File: src/rtl/dskc_pkg.sv
package dskc_pkg;
  typedef enum logic [2:0] {
    CK_OTHER  = 3'd0,
    CK_DESEL  = 3'd1,
    CK_SELECT = 3'd2,
    CK_SETPTR = 3'd3
  } cmd_kind_t;

  typedef struct packed {
    cmd_kind_t  kind;
    logic [1:0] drive;
    logic [1:0] dtype;
    logic       hld;
    logic [3:0] ptr_val;
  } cmd_dec_t;

  localparam int STAT_PEND = 7;
  localparam int STAT_DMA  = 6;
  localparam int STAT_DONE = 5;
endpackage

File: src/rtl/dskc_decode.sv
module dskc_decode
  import dskc_pkg::*;
#(
  parameter logic [7:0] DESEL_OP = 8'h01
) (
  input  logic [7:0] op,
  output cmd_dec_t   dec
);
  always_comb begin
    dec.drive   = op[1:0];
    dec.dtype   = op[3:2];
    dec.hld     = op[4];
    dec.ptr_val = op[3:0];
    if (op == DESEL_OP)          dec.kind = CK_DESEL;
    else if (op[7:5] == 3'b001)  dec.kind = CK_SELECT;
    else if (op[7:4] == 4'h4)    dec.kind = CK_SETPTR;
    else                         dec.kind = CK_OTHER;
  end
endmodule

File: src/rtl/dskc_regfile.sv
module dskc_regfile #(
  parameter int NREG      = 11,
  parameter int RETRY_IDX = 8,
  parameter int TCOND_IDX = 9,
  localparam int PW       = $clog2(NREG)
) (
  input  logic          clk,
  input  logic          rst,
  input  logic          ld_ptr,
  input  logic [3:0]    ld_val,
  input  logic          acc_wr,
  input  logic          acc_rd,
  input  logic [7:0]    wdata,
  output logic [PW-1:0] ptr_o,
  output logic [7:0]    retry_o,
  output logic [7:0]    tcond_o
);
  localparam logic [3:0]    PMAX4 = 4'(NREG - 1);
  localparam logic [PW-1:0] PMAXP = PW'(NREG - 1);

  logic [PW-1:0] ptr_q;
  logic [7:0]    bank [NREG];

  always_ff @(posedge clk) begin
    if (rst) begin
      ptr_q <= '0;
    end else if (ld_ptr) begin
      ptr_q <= (ld_val > PMAX4) ? PMAXP : PW'(ld_val);
    end else if ((acc_wr || acc_rd) && ptr_q != PMAXP) begin
      ptr_q <= ptr_q + 1'b1;
    end
  end

  for (genvar i = 0; i < NREG; i++) begin : g_reg
    always_ff @(posedge clk) begin
      if (rst)                                  bank[i] <= '0;
      else if (acc_wr && ptr_q == PW'(i))       bank[i] <= wdata;
    end
  end

  assign ptr_o   = ptr_q;
  assign retry_o = bank[RETRY_IDX];
  assign tcond_o = bank[TCOND_IDX];

  a_r5_ptr_bound: assert property (@(posedge clk) disable iff (rst)
    ptr_q <= PMAXP);
  a_r6_saturate: assert property (@(posedge clk) disable iff (rst)
    (acc_wr && !ld_ptr && ptr_q == PMAXP) |=> ptr_q == PMAXP);
endmodule

File: src/rtl/dskc_status.sv
module dskc_status
  import dskc_pkg::*;
(
  input  logic       clk,
  input  logic       rst,
  input  logic       done_evt,
  input  logic       has_code,
  input  logic [1:0] code,
  input  logic       int_en,
  input  logic       rd_clr,
  output logic [7:0] stat_o
);
  logic [7:0] st_q, st_d;

  always_comb begin
    st_d = st_q;
    if (rd_clr) st_d[STAT_PEND] = 1'b0;
    if (done_evt) begin
      st_d[STAT_DONE] = 1'b1;
      if (has_code) st_d[4:3] = code;
      if (int_en)   st_d[STAT_PEND] = 1'b1;
    end
  end

  always_ff @(posedge clk) begin
    if (rst) st_q <= '0;
    else     st_q <= st_d;
  end

  assign stat_o = st_q;

  a_r9_done_set: assert property (@(posedge clk) disable iff (rst)
    done_evt |=> st_q[STAT_DONE]);
  a_r10_code_kept: assert property (@(posedge clk) disable iff (rst)
    (done_evt && !has_code) |=> st_q[4:3] == $past(st_q[4:3]));
  a_r11_no_irq: assert property (@(posedge clk) disable iff (rst)
    (!(done_evt && int_en) && !st_q[STAT_PEND]) |=> !st_q[STAT_PEND]);
  a_r12_read_clears: assert property (@(posedge clk) disable iff (rst)
    (rd_clr && !done_evt) |=> !st_q[STAT_PEND]);
  a_r13_no_dma: assert property (@(posedge clk) disable iff (rst)
    !st_q[STAT_DMA]);
endmodule

File: src/rtl/dskc_cmd_front.sv
module dskc_cmd_front
  import dskc_pkg::*;
#(
  parameter int         NREG      = 11,
  parameter int         RETRY_IDX = 8,
  parameter int         TCOND_IDX = 9,
  parameter int         CHIP_IDX  = 8,
  parameter logic [7:0] DESEL_OP  = 8'h01,
  localparam int        PTR_W     = $clog2(NREG)
) (
  input  logic             clk,
  input  logic             rst,
  input  logic             host_wr,
  input  logic             host_rd,
  input  logic             host_cmd,
  input  logic [7:0]       host_wdata,
  output logic [7:0]       host_rdata,
  input  logic             fin_valid,
  input  logic             fin_has_code,
  input  logic [1:0]       fin_code,
  output logic [7:0]       sel1_o,
  output logic [7:0]       sel2_o,
  output logic [1:0]       drv_type_o,
  output logic             hld_en_o,
  output logic [PTR_W-1:0] reg_ptr_o,
  output logic             irq_o,
  output logic             dma_busy_o
);
  cmd_dec_t   dec;
  logic       cmd_wr, dat_wr, cmd_rd, dat_rd;
  logic [7:0] retry, tcond, stat;
  logic [PTR_W-1:0] ptr;
  logic [7:0] sel1_q, sel2_q, chip_q, rdata_q;
  logic [1:0] type_q;
  logic       hld_q;
  logic [3:0] onehot;

  assign cmd_wr = host_wr &  host_cmd;
  assign dat_wr = host_wr & ~host_cmd;
  assign cmd_rd = host_rd &  host_cmd & ~host_wr;
  assign dat_rd = host_rd & ~host_cmd & ~host_wr;

  dskc_decode #(.DESEL_OP(DESEL_OP)) i_dec (
    .op  (host_wdata),
    .dec (dec)
  );

  dskc_regfile #(.NREG(NREG), .RETRY_IDX(RETRY_IDX), .TCOND_IDX(TCOND_IDX)) i_rf (
    .clk     (clk),
    .rst     (rst),
    .ld_ptr  (cmd_wr && dec.kind == CK_SETPTR),
    .ld_val  (dec.ptr_val),
    .acc_wr  (dat_wr),
    .acc_rd  (dat_rd),
    .wdata   (host_wdata),
    .ptr_o   (ptr),
    .retry_o (retry),
    .tcond_o (tcond)
  );

  dskc_status i_st (
    .clk      (clk),
    .rst      (rst),
    .done_evt (cmd_wr | fin_valid),
    .has_code (fin_valid & fin_has_code),
    .code     (fin_code),
    .int_en   (tcond[STAT_DONE]),
    .rd_clr   (cmd_rd),
    .stat_o   (stat)
  );

  assign onehot = 4'b0001 << dec.drive;

  always_ff @(posedge clk) begin
    if (rst) begin
      sel1_q <= 8'h00;
      sel2_q <= 8'h80;
      type_q <= '0;
      hld_q  <= 1'b0;
      chip_q <= 8'h00;
    end else if (cmd_wr) begin
      case (dec.kind)
        CK_SELECT: begin
          sel1_q    <= {onehot, retry[3:0]};
          sel2_q[7] <= ~onehot[3];
          type_q    <= dec.dtype;
          hld_q     <= dec.hld;
          chip_q    <= {6'b0, dec.drive};
        end
        CK_DESEL: begin
          sel1_q[7:4] <= 4'b0000;
          sel2_q[7]   <= 1'b1;
        end
        default: ;
      endcase
    end
  end

  always_ff @(posedge clk) begin
    if (rst)         rdata_q <= 8'h00;
    else if (cmd_rd) rdata_q <= stat;
    else if (dat_rd) rdata_q <= (ptr == PTR_W'(CHIP_IDX)) ? chip_q : 8'h00;
  end

  assign host_rdata = rdata_q;
  assign sel1_o     = sel1_q;
  assign sel2_o     = sel2_q;
  assign drv_type_o = type_q;
  assign hld_en_o   = hld_q;
  assign reg_ptr_o  = ptr;
  assign irq_o      = stat[STAT_PEND];
  assign dma_busy_o = stat[STAT_DMA];

  a_r2_onehot_select: assert property (@(posedge clk) disable iff (rst)
    $onehot0(sel1_q[7:4]));
  a_r3_inverted_drive3: assert property (@(posedge clk) disable iff (rst)
    sel2_q[7] == ~sel1_q[7]);
  a_r3_low_zero: assert property (@(posedge clk) disable iff (rst)
    sel2_q[6:0] == 7'd0);
  a_r4_desel: assert property (@(posedge clk) disable iff (rst)
    (cmd_wr && dec.kind == CK_DESEL) |=> (sel1_q[7:4] == 4'b0000 && $stable(type_q)));
  a_r7_retry_hold: assert property (@(posedge clk) disable iff (rst)
    (!cmd_wr) |=> $stable(sel1_q));
endmodule

File: config.mk
export PLATFORM = sky130hd
export DESIGN_NAME = dskc_cmd_front
export DESIGN_NICKNAME = d
export VERILOG_FILES = /design/src/rtl/dskc_pkg.sv /design/src/rtl/dskc_decode.sv /design/src/rtl/dskc_regfile.sv /design/src/rtl/dskc_status.sv /design/src/rtl/dskc_cmd_front.sv
export SDC_FILE = /design/constraint.sdc
export NUM_CORES = 1
export LEC_CHECK = 0
export BUFFER_PORTS_ARGS = -buffer_cell sky130_fd_sc_hd__buf_2
export CAP_MARGIN = 20
export CORE_MARGIN = 2
export CORE_UTILIZATION = 40
export CTS_BUF_LIST = sky130_fd_sc_hd__clkbuf_16
export DETAILED_ROUTE_END_ITERATION = 8
export RECOVER_POWER = 100
export REMOVE_ABC_BUFFERS = 1
export SLEW_MARGIN = 15
export SYNTH_ARGS = -nofsm -noshare
export SYNTH_HDL_FRONTEND = slang
export SYNTH_SLANG_ARGS = --single-unit
File: constraint.sdc
create_clock -name clk -period 2.2 [get_ports clk]
set_clock_uncertainty 0.2 [all_clocks]
set_input_delay 0.44 -clock clk [delete_from_list [all_inputs] [get_ports clk]]
set_output_delay 0.44 -clock clk [all_outputs]
set_load 0.02 [all_outputs]
## Word level (Yosys, flattened, before mapping)

Memories as Yosys holds them, arrays and structs flattened. A register that Yosys moved wholly into a read port is not among the register bits.
Index checks and enable logic that the tools add are counted.

| word-level totals | value |
|---|---|
| word-level logic and storage cells | 134 |
| register bits after elaboration | 26 |
| bits in read-only memories | 0 |
| input port bits | 17 |
| memories kept | 1 |
| latch bits | 0 |
| RAM bits | 88 |

| cells by class | value |
|---|---|
| bitwise gates (word level) | 22 |
| divide/modulo/power cells | 0 |
| shift operators | 1 |
| $lt $le $gt $ge | 1 |
| add/subtract/negate cells | 1 |
| multipliers | 0 |
| equality and inequality tests | 17 |
| reductions and logical operators | 21 |
| multiplexer cells | 60 |

Memories:

| name | depth | width | read ports | clocked after memory_dff | wr ports | RTL line | text |
|---|---|---|---|---|---|---|---|
| i_rf.bank | 11 | 8 | 2 | 1 | 11 | dskc_regfile.sv:22 | `logic [7:0] bank [NREG];` |

Operators with widths:

| kind | count |
|---|---|
| 8-bit two-way mux | 13 |
| 1-bit two-way mux | 38 |
| 4-bit by 3-bit equality test with 1-bit output, second input constant | 5 |
| 1-bit logical AND | 13 |
| 4-bit equality test, second input constant | 3 |
| 4-bit two-way mux | 3 |
| 1-bit bitwise OR | 12 |
| 4-bit by 2-bit equality test with 1-bit output, second input constant | 2 |
| 8-bit by 1-bit equality test with 1-bit output, second input constant | 1 |
| 4-bit case mux with 2 select lines | 1 |
| 1-bit AND | 7 |
| 3-bit by 1-bit equality test with 1-bit output, second input constant | 2 |
| 3-bit by 2-bit equality test with 1-bit output, second input constant | 2 |
| 3-bit two-way mux | 2 |
| 2-bit AND reduction | 3 |
| 2-bit nonzero test | 3 |
| 4-bit by 1-bit adder with 4-bit output, second input constant | 1 |
| 4-bit by 1-bit equality test with 1-bit output, second input constant | 1 |
| 4-bit > comparator, second input constant | 1 |
| 4-bit logical NOT | 1 |
| 2-bit two-way mux | 2 |
| 4-bit != test, second input constant | 1 |
| 1-bit by 2-bit left shift with 4-bit output, first input constant | 1 |
| 1-bit NOT | 3 |
| other kinds (2) | 2 |

## Logic depth before layout (Yosys ltp)

| depth | value |
|---|---|
| depth after elaboration | 7 |
| mapped depth | 9 |
| mapped depth without buffers | 8 |

## By module

A second synthesis with hierarchy kept.

| unflattened totals | value |
|---|---|
| cell total of the unflattened synthesis | 233 |
| area total of the unflattened synthesis | 2,322.2 µm² |

Modules (own cells, without submodules):

| module | times used | cells each | area each (µm²) |
|---|---|---|---|
| dskc_cmd_front | 1 | 124 | 1,092.3 |
| dskc_regfile | 1 | 72 | 927.1 |
| dskc_status | 1 | 20 | 176.4 |
| dskc_decode | 1 | 17 | 126.4 |

## Least setup slack after synthesis

OpenSTA, ideal clock, no wires.

| timing path | value |
|---|---|
| path kind | input to register |
| start | input host_wdata[1] |
| end | register chip_q[0] |
| arrival | 1.709 ns |
| slack | 0.159 ns |
| stages on the path | 9 |
| required time | 1.868 ns |
| cells stage by stage | clkbuf_1 nor4b_1 o21a_1 inv_1 ha_1 and3_1 clkbuf_1 nand2_1 a21oi_1 |

| between the ends | value |
|---|---|
| longest elaborated chain between the ends | 4 |

Ends and longest elaborated chain:

| what | RTL line | text |
|---|---|---|
| from (decl) | dskc_cmd_front.sv:16 | `input logic [7:0] host_wdata,` |
| 8-bit by 1-bit equality test with 1-bit output | dskc_decode.sv:14 | `if (op == DESEL_OP) dec.kind = CK_DESEL;` |
| 3-bit two-way mux | dskc_decode.sv:14 |  |
| 3-bit by 2-bit equality test with 1-bit output | dskc_cmd_front.sv:82 | `case (dec.kind)` |
| 2-bit AND reduction (no source line) | - |  |
| to (signal assigned) | dskc_cmd_front.sv:88 | `chip_q <= {6'b0, dec.drive};` |
| to (decl) | dskc_cmd_front.sv:33 | `logic [7:0] sel1_q, sel2_q, chip_q, rdata_q;` |

No other way between the ends.
A chain may end at the register's enable or synchronous reset.

## Final worst setup path

| timing path | value |
|---|---|
| start | input host_wdata[2] |
| end | register sel1_q[6] (netlist: sel1_o[6]) |

| between the ends | value |
|---|---|
| longest elaborated chain between the ends | 5 |
| elaborated cells on any way between the ends | 7 |
| classes of those cells | eq/ne (3); mux (2); reduce/logical (2) |

Ends and longest elaborated chain:

| what | RTL line | text |
|---|---|---|
| 8-bit by 1-bit equality test with 1-bit output * | dskc_decode.sv:14 |  |
| 3-bit two-way mux * | dskc_decode.sv:14 |  |
| 3-bit by 1-bit equality test with 1-bit output / 3-bit by 2-bit equality test with 1-bit output (equally long branches) | dskc_cmd_front.sv:82 |  |
| 2-bit nonzero test (no source line) | - |  |
| 2-bit AND reduction (no source line) | - |  |
| to (signal assigned) | dskc_cmd_front.sv:84 | `sel1_q <= {onehot, retry[3:0]};` |
| to (decl) | dskc_cmd_front.sv:33 |  |

Every way passes the cells marked *; elsewhere a longest branch is shown, timed or not.

==> metrics.txt <==
# TYPE chip_impl_metric gauge
chip_impl_metric{name="total_of_hold_buffers_inserted_after_clock_tree_synthesis",unit=""} 0
chip_impl_metric{name="netlist-cell-type-count",unit=""} 37
chip_impl_info{name="crit_type",value="in -> reg"} 1
chip_impl_metric{name="use_met1",unit=""} 0.209
chip_impl_metric{name="post-route-drc-count",unit=""} 0
chip_impl_metric{name="timing.setup.tns",unit="ns"} 0
chip_impl_metric{name="clk_path_buf_depth",unit=""} 2
chip_impl_metric{name="multi_input_combinational_cell_area",unit="sq um"} 802
chip_impl_info{name="netlist_top_cells_count",value="nand2_1 (30), dfxtp_1 (28), a21oi_1 (22)"} 1
chip_impl_metric{name="sum_of_routed_wire_length_over_all_layers",unit="mm"} 3.43
chip_impl_info{name="root_buffer",value="clkbuf_16"} 1
chip_impl_info{name="synthMostInstantiatedCell",value="nand2_1"} 1
chip_impl_metric{name="irDropWorstVdd",unit="mV"} 0.346
chip_impl_metric{name="ys_seq_elements",unit=""} 33
chip_impl_metric{name="post_cts_resize_count",unit=""} 0
chip_impl_metric{name="synth-async-reset-ratio",unit=""} 0
chip_impl_metric{name="die_width",unit="um"} 67.4
chip_impl_metric{name="netlist_area",unit="sq um"} 1610
chip_impl_metric{name="ff2ff_path_depth",unit=""} 6
chip_impl_metric{name="power_density",unit="nW/um^2"} 793
chip_impl_metric{name="synth_enable_flop_cells",unit=""} 5
chip_impl_metric{name="io_pins",unit=""} 50
chip_impl_metric{name="worstPathRequired",unit="ns"} 2.21
chip_impl_info{name="synth.largest_area_cell",value="dfxtp_1"} 1
chip_impl_metric{name="clock_sink_count",unit=""} 33
chip_impl_info{name="outcome",value="completed"} 1
chip_impl_metric{name="setup_viol",unit=""} 0
chip_impl_metric{name="synthCells",unit=""} 181
chip_impl_metric{name="fp.dieH",unit="um"} 67.4
chip_impl_metric{name="filler_cell_count_in_the_final_layout",unit=""} 417
chip_impl_metric{name="grt-ovfl-total",unit=""} 0
chip_impl_metric{name="worst-endpoint-arrival",unit="ns"} 1.93
chip_impl_metric{name="floorplan.initialDensity",unit=""} 0.407
chip_impl_metric{name="grt_util_met3",unit=""} 0.0450
chip_impl_metric{name="final_util",unit=""} 0.497
chip_impl_metric{name="clock.fmax",unit="MHz"} 521
chip_impl_metric{name="dr.first_iter.drc_count",unit=""} 51
chip_impl_metric{name="nets",unit=""} 247
chip_impl_metric{name="fp.dieArea",unit="sq um"} 4540
chip_impl_metric{name="clk-insertion-delay-late",unit="ns"} 0.27
chip_impl_metric{name="worst_setup_hold_path_clk_slew",unit="ns"} 0.05
chip_impl_metric{name="groute.usage.overall",unit=""} 0.159
chip_impl_metric{name="finalHoldViolations",unit=""} 0
chip_impl_metric{name="insertedDiodeCount",unit=""} 0
chip_impl_metric{name="detail-route-antenna-nets",unit=""} 0
chip_impl_metric{name="per_instance_average_area_after_synthesis",unit="sq um"} 8.88
chip_impl_metric{name="worst_hold_path.num_cells",unit=""} 3
chip_impl_metric{name="area_growth_from_synthesis_to_layout",unit="%"} 22.0
chip_impl_metric{name="yosys_warnings",unit=""} 0
chip_impl_metric{name="drive_gt1_frac",unit=""} 0.138
chip_impl_metric{name="port_buffers",unit=""} 39
chip_impl_metric{name="synth_top_area_share",unit=""} 0.349
chip_impl_metric{name="placementRows",unit=""} 23
chip_impl_metric{name="finalWorstSetupSlack",unit="ns"} 0.282
chip_impl_metric{name="drt-vias-per-instance",unit=""} 4.92
chip_impl_info{name="critPathCaptureType",value="flop"} 1
chip_impl_info{name="clock_tree_from_tritoncts",value="built"} 1
chip_impl_info{name="hold_path.class",value="in -> reg"} 1
chip_impl_metric{name="final_period_minus_worst_setup_slack",unit="ns"} 1.92
chip_impl_metric{name="global_route.usage.met2",unit=""} 0.252
chip_impl_metric{name="grt_pass1_wl",unit="mm"} 5.35
chip_impl_metric{name="detailroute.via_count",unit=""} 1348
chip_impl_metric{name="leakage",unit="uW"} 0.000747
chip_impl_metric{name="gp_congestion",unit=""} 0.729
chip_impl_metric{name="drtPass1Iterations",unit=""} 4
chip_impl_metric{name="detail_route.wl_per_cell",unit="um"} 12.5
chip_impl_metric{name="min_period_over_period",unit=""} 0.872
chip_impl_metric{name="cts_post_setup_buffers_inserted",unit=""} 0
chip_impl_metric{name="cap_viol_max_count",unit=""} 0
chip_impl_info{name="setup.worst_path.start_class",value="primary input"} 1
chip_impl_info{name="grt_busiest_layer",value="met2"} 1
chip_impl_metric{name="dp_worst_setup_slack",unit="ns"} 0.0165
chip_impl_metric{name="htreeDepth",unit=""} 2
chip_impl_metric{name="critPathMaxFanout",unit=""} 7
chip_impl_metric{name="vias_in_the_first_global_route",unit=""} 1173
chip_impl_info{name="postSynth.topFlopCell",value="dfxtp_1"} 1
chip_impl_metric{name="maxSlewViolCount",unit=""} 0
chip_impl_info{name="top_cells_by_area_in_the_synthesized_netlist",value="dfxtp_1 (35%), edfxtp_1 (9.3%), nand2_1 (7.0%)"} 1
chip_impl_metric{name="sequential_cell_area",unit="sq um"} 711
chip_impl_metric{name="number_of_cts_inserted_buffers",unit=""} 5
chip_impl_metric{name="antenna_violations_before_repair",unit=""} 0
chip_impl_metric{name="worst_slew_margin_rel",unit=""} 0.636
chip_impl_metric{name="max_slew.worst_pin.slew",unit="ns"} 0.545
chip_impl_metric{name="place.detailed.hpwl",unit="mm"} 2.47
chip_impl_metric{name="sequential_fraction_of_the_synthesis_area",unit=""} 0.442
chip_impl_info{name="rsz0062_at_grt",value="no"} 1
chip_impl_metric{name="grt_start_max_net_pins",unit=""} 23
chip_impl_metric{name="coreArea",unit="sq um"} 3940
## final timing paths
check,startpoint,end,slack [ns]
min reg2reg,host_rdata[0],host_rdata[0],0.25
min,fin_code[1],i_st.stat_o[4],0.22
max,host_wdata[2],sel1_o[6],0.28
max reg2reg,i_rf.ptr_o[0],i_rf.ptr_o[2],0.43
## routing by layer
layer  vias to the layer above  routed length, um
met5                         -                  0
li1                        687                  -
met3                         6                149
met2                        27               1640
met4                         0                 42
met1                       628               1600
## layout by cell type, fill, tap and decap left out, types with 7 or more instances in the layout
cell type,synthesis,layout
a21oi_1,22,22
ha_1,7,7
conb_1,1,10
clkbuf_1,6,25
buf_2,3,15
nand2_1,30,30
dfxtp_1,28,28
nor2_1,10,10
nand3_1,12,12
## cells by family after synthesis
logic type / synth area share
muxes: 0.0125
buffers and inverters: 0.0794
and+or+nand+nor: 0.270
adders and majority gates: 0.0545
xor gates and xnor gates: 0.0164
DFF: 0.442
other: 0.00233
AOI/OAI and AO/OA: 0.122
## final cells by class
cell class                 instances  share of cell area
clock buffer                       5              0.0639
clock inverter                     3              0.0192
inverter                           4             0.00766
multi-input combinational        134               0.409
sequential                        33               0.363
tap                               50              0.0319
timing repair buffer              45               0.105
## power breakdown
group	total [uW]	switching, uW	internal, uW
Combinational	144	95.0	49.5
Sequential	642	13.3	629
Clock	768	242	525
## registers in the layout (all words and copies together) (netlist names)
signal       cells
chip_q           2
hld_en_o         1
sel2_o           1
drv_type_o       2
i_rf.ptr_o       4
sel1_o           8
i_rf.bank        5
host_rdata       6
i_st.stat_o      4
## worst max-delay path: stages
cell and delay, ns:
buf_2 0.14, nor4b_1 0.32, o21a_1 0.20, ha_1 0.15, nand3_1 0.20, nor4b_1 0.32
a21oi_1 0.07, nor2_1 0.08
## per-stage QoR
| stage | instance area, sq um | std cells | hold WS [ns] | total power [uW] |
|---|---|---|---|---|
| 2_1_floorplan | 1530 | 171 | 0.231 | 732 |
| 3_3_place_gp | 1830 | 266 | 0.242 | 801 |
| 3_5_place_dp | 1830 | 266 | 0.246 | 801 |
| 4_1_cts | 1990 | 274 | 0.225 | 1570 |
| 5_1_grt | 1960 | 274 | 0.237 | 1620 |
| 6_report | 1960 | 274 | 0.221 | 1550 |
Note: power is estimated with default switching activity, not from simulation.
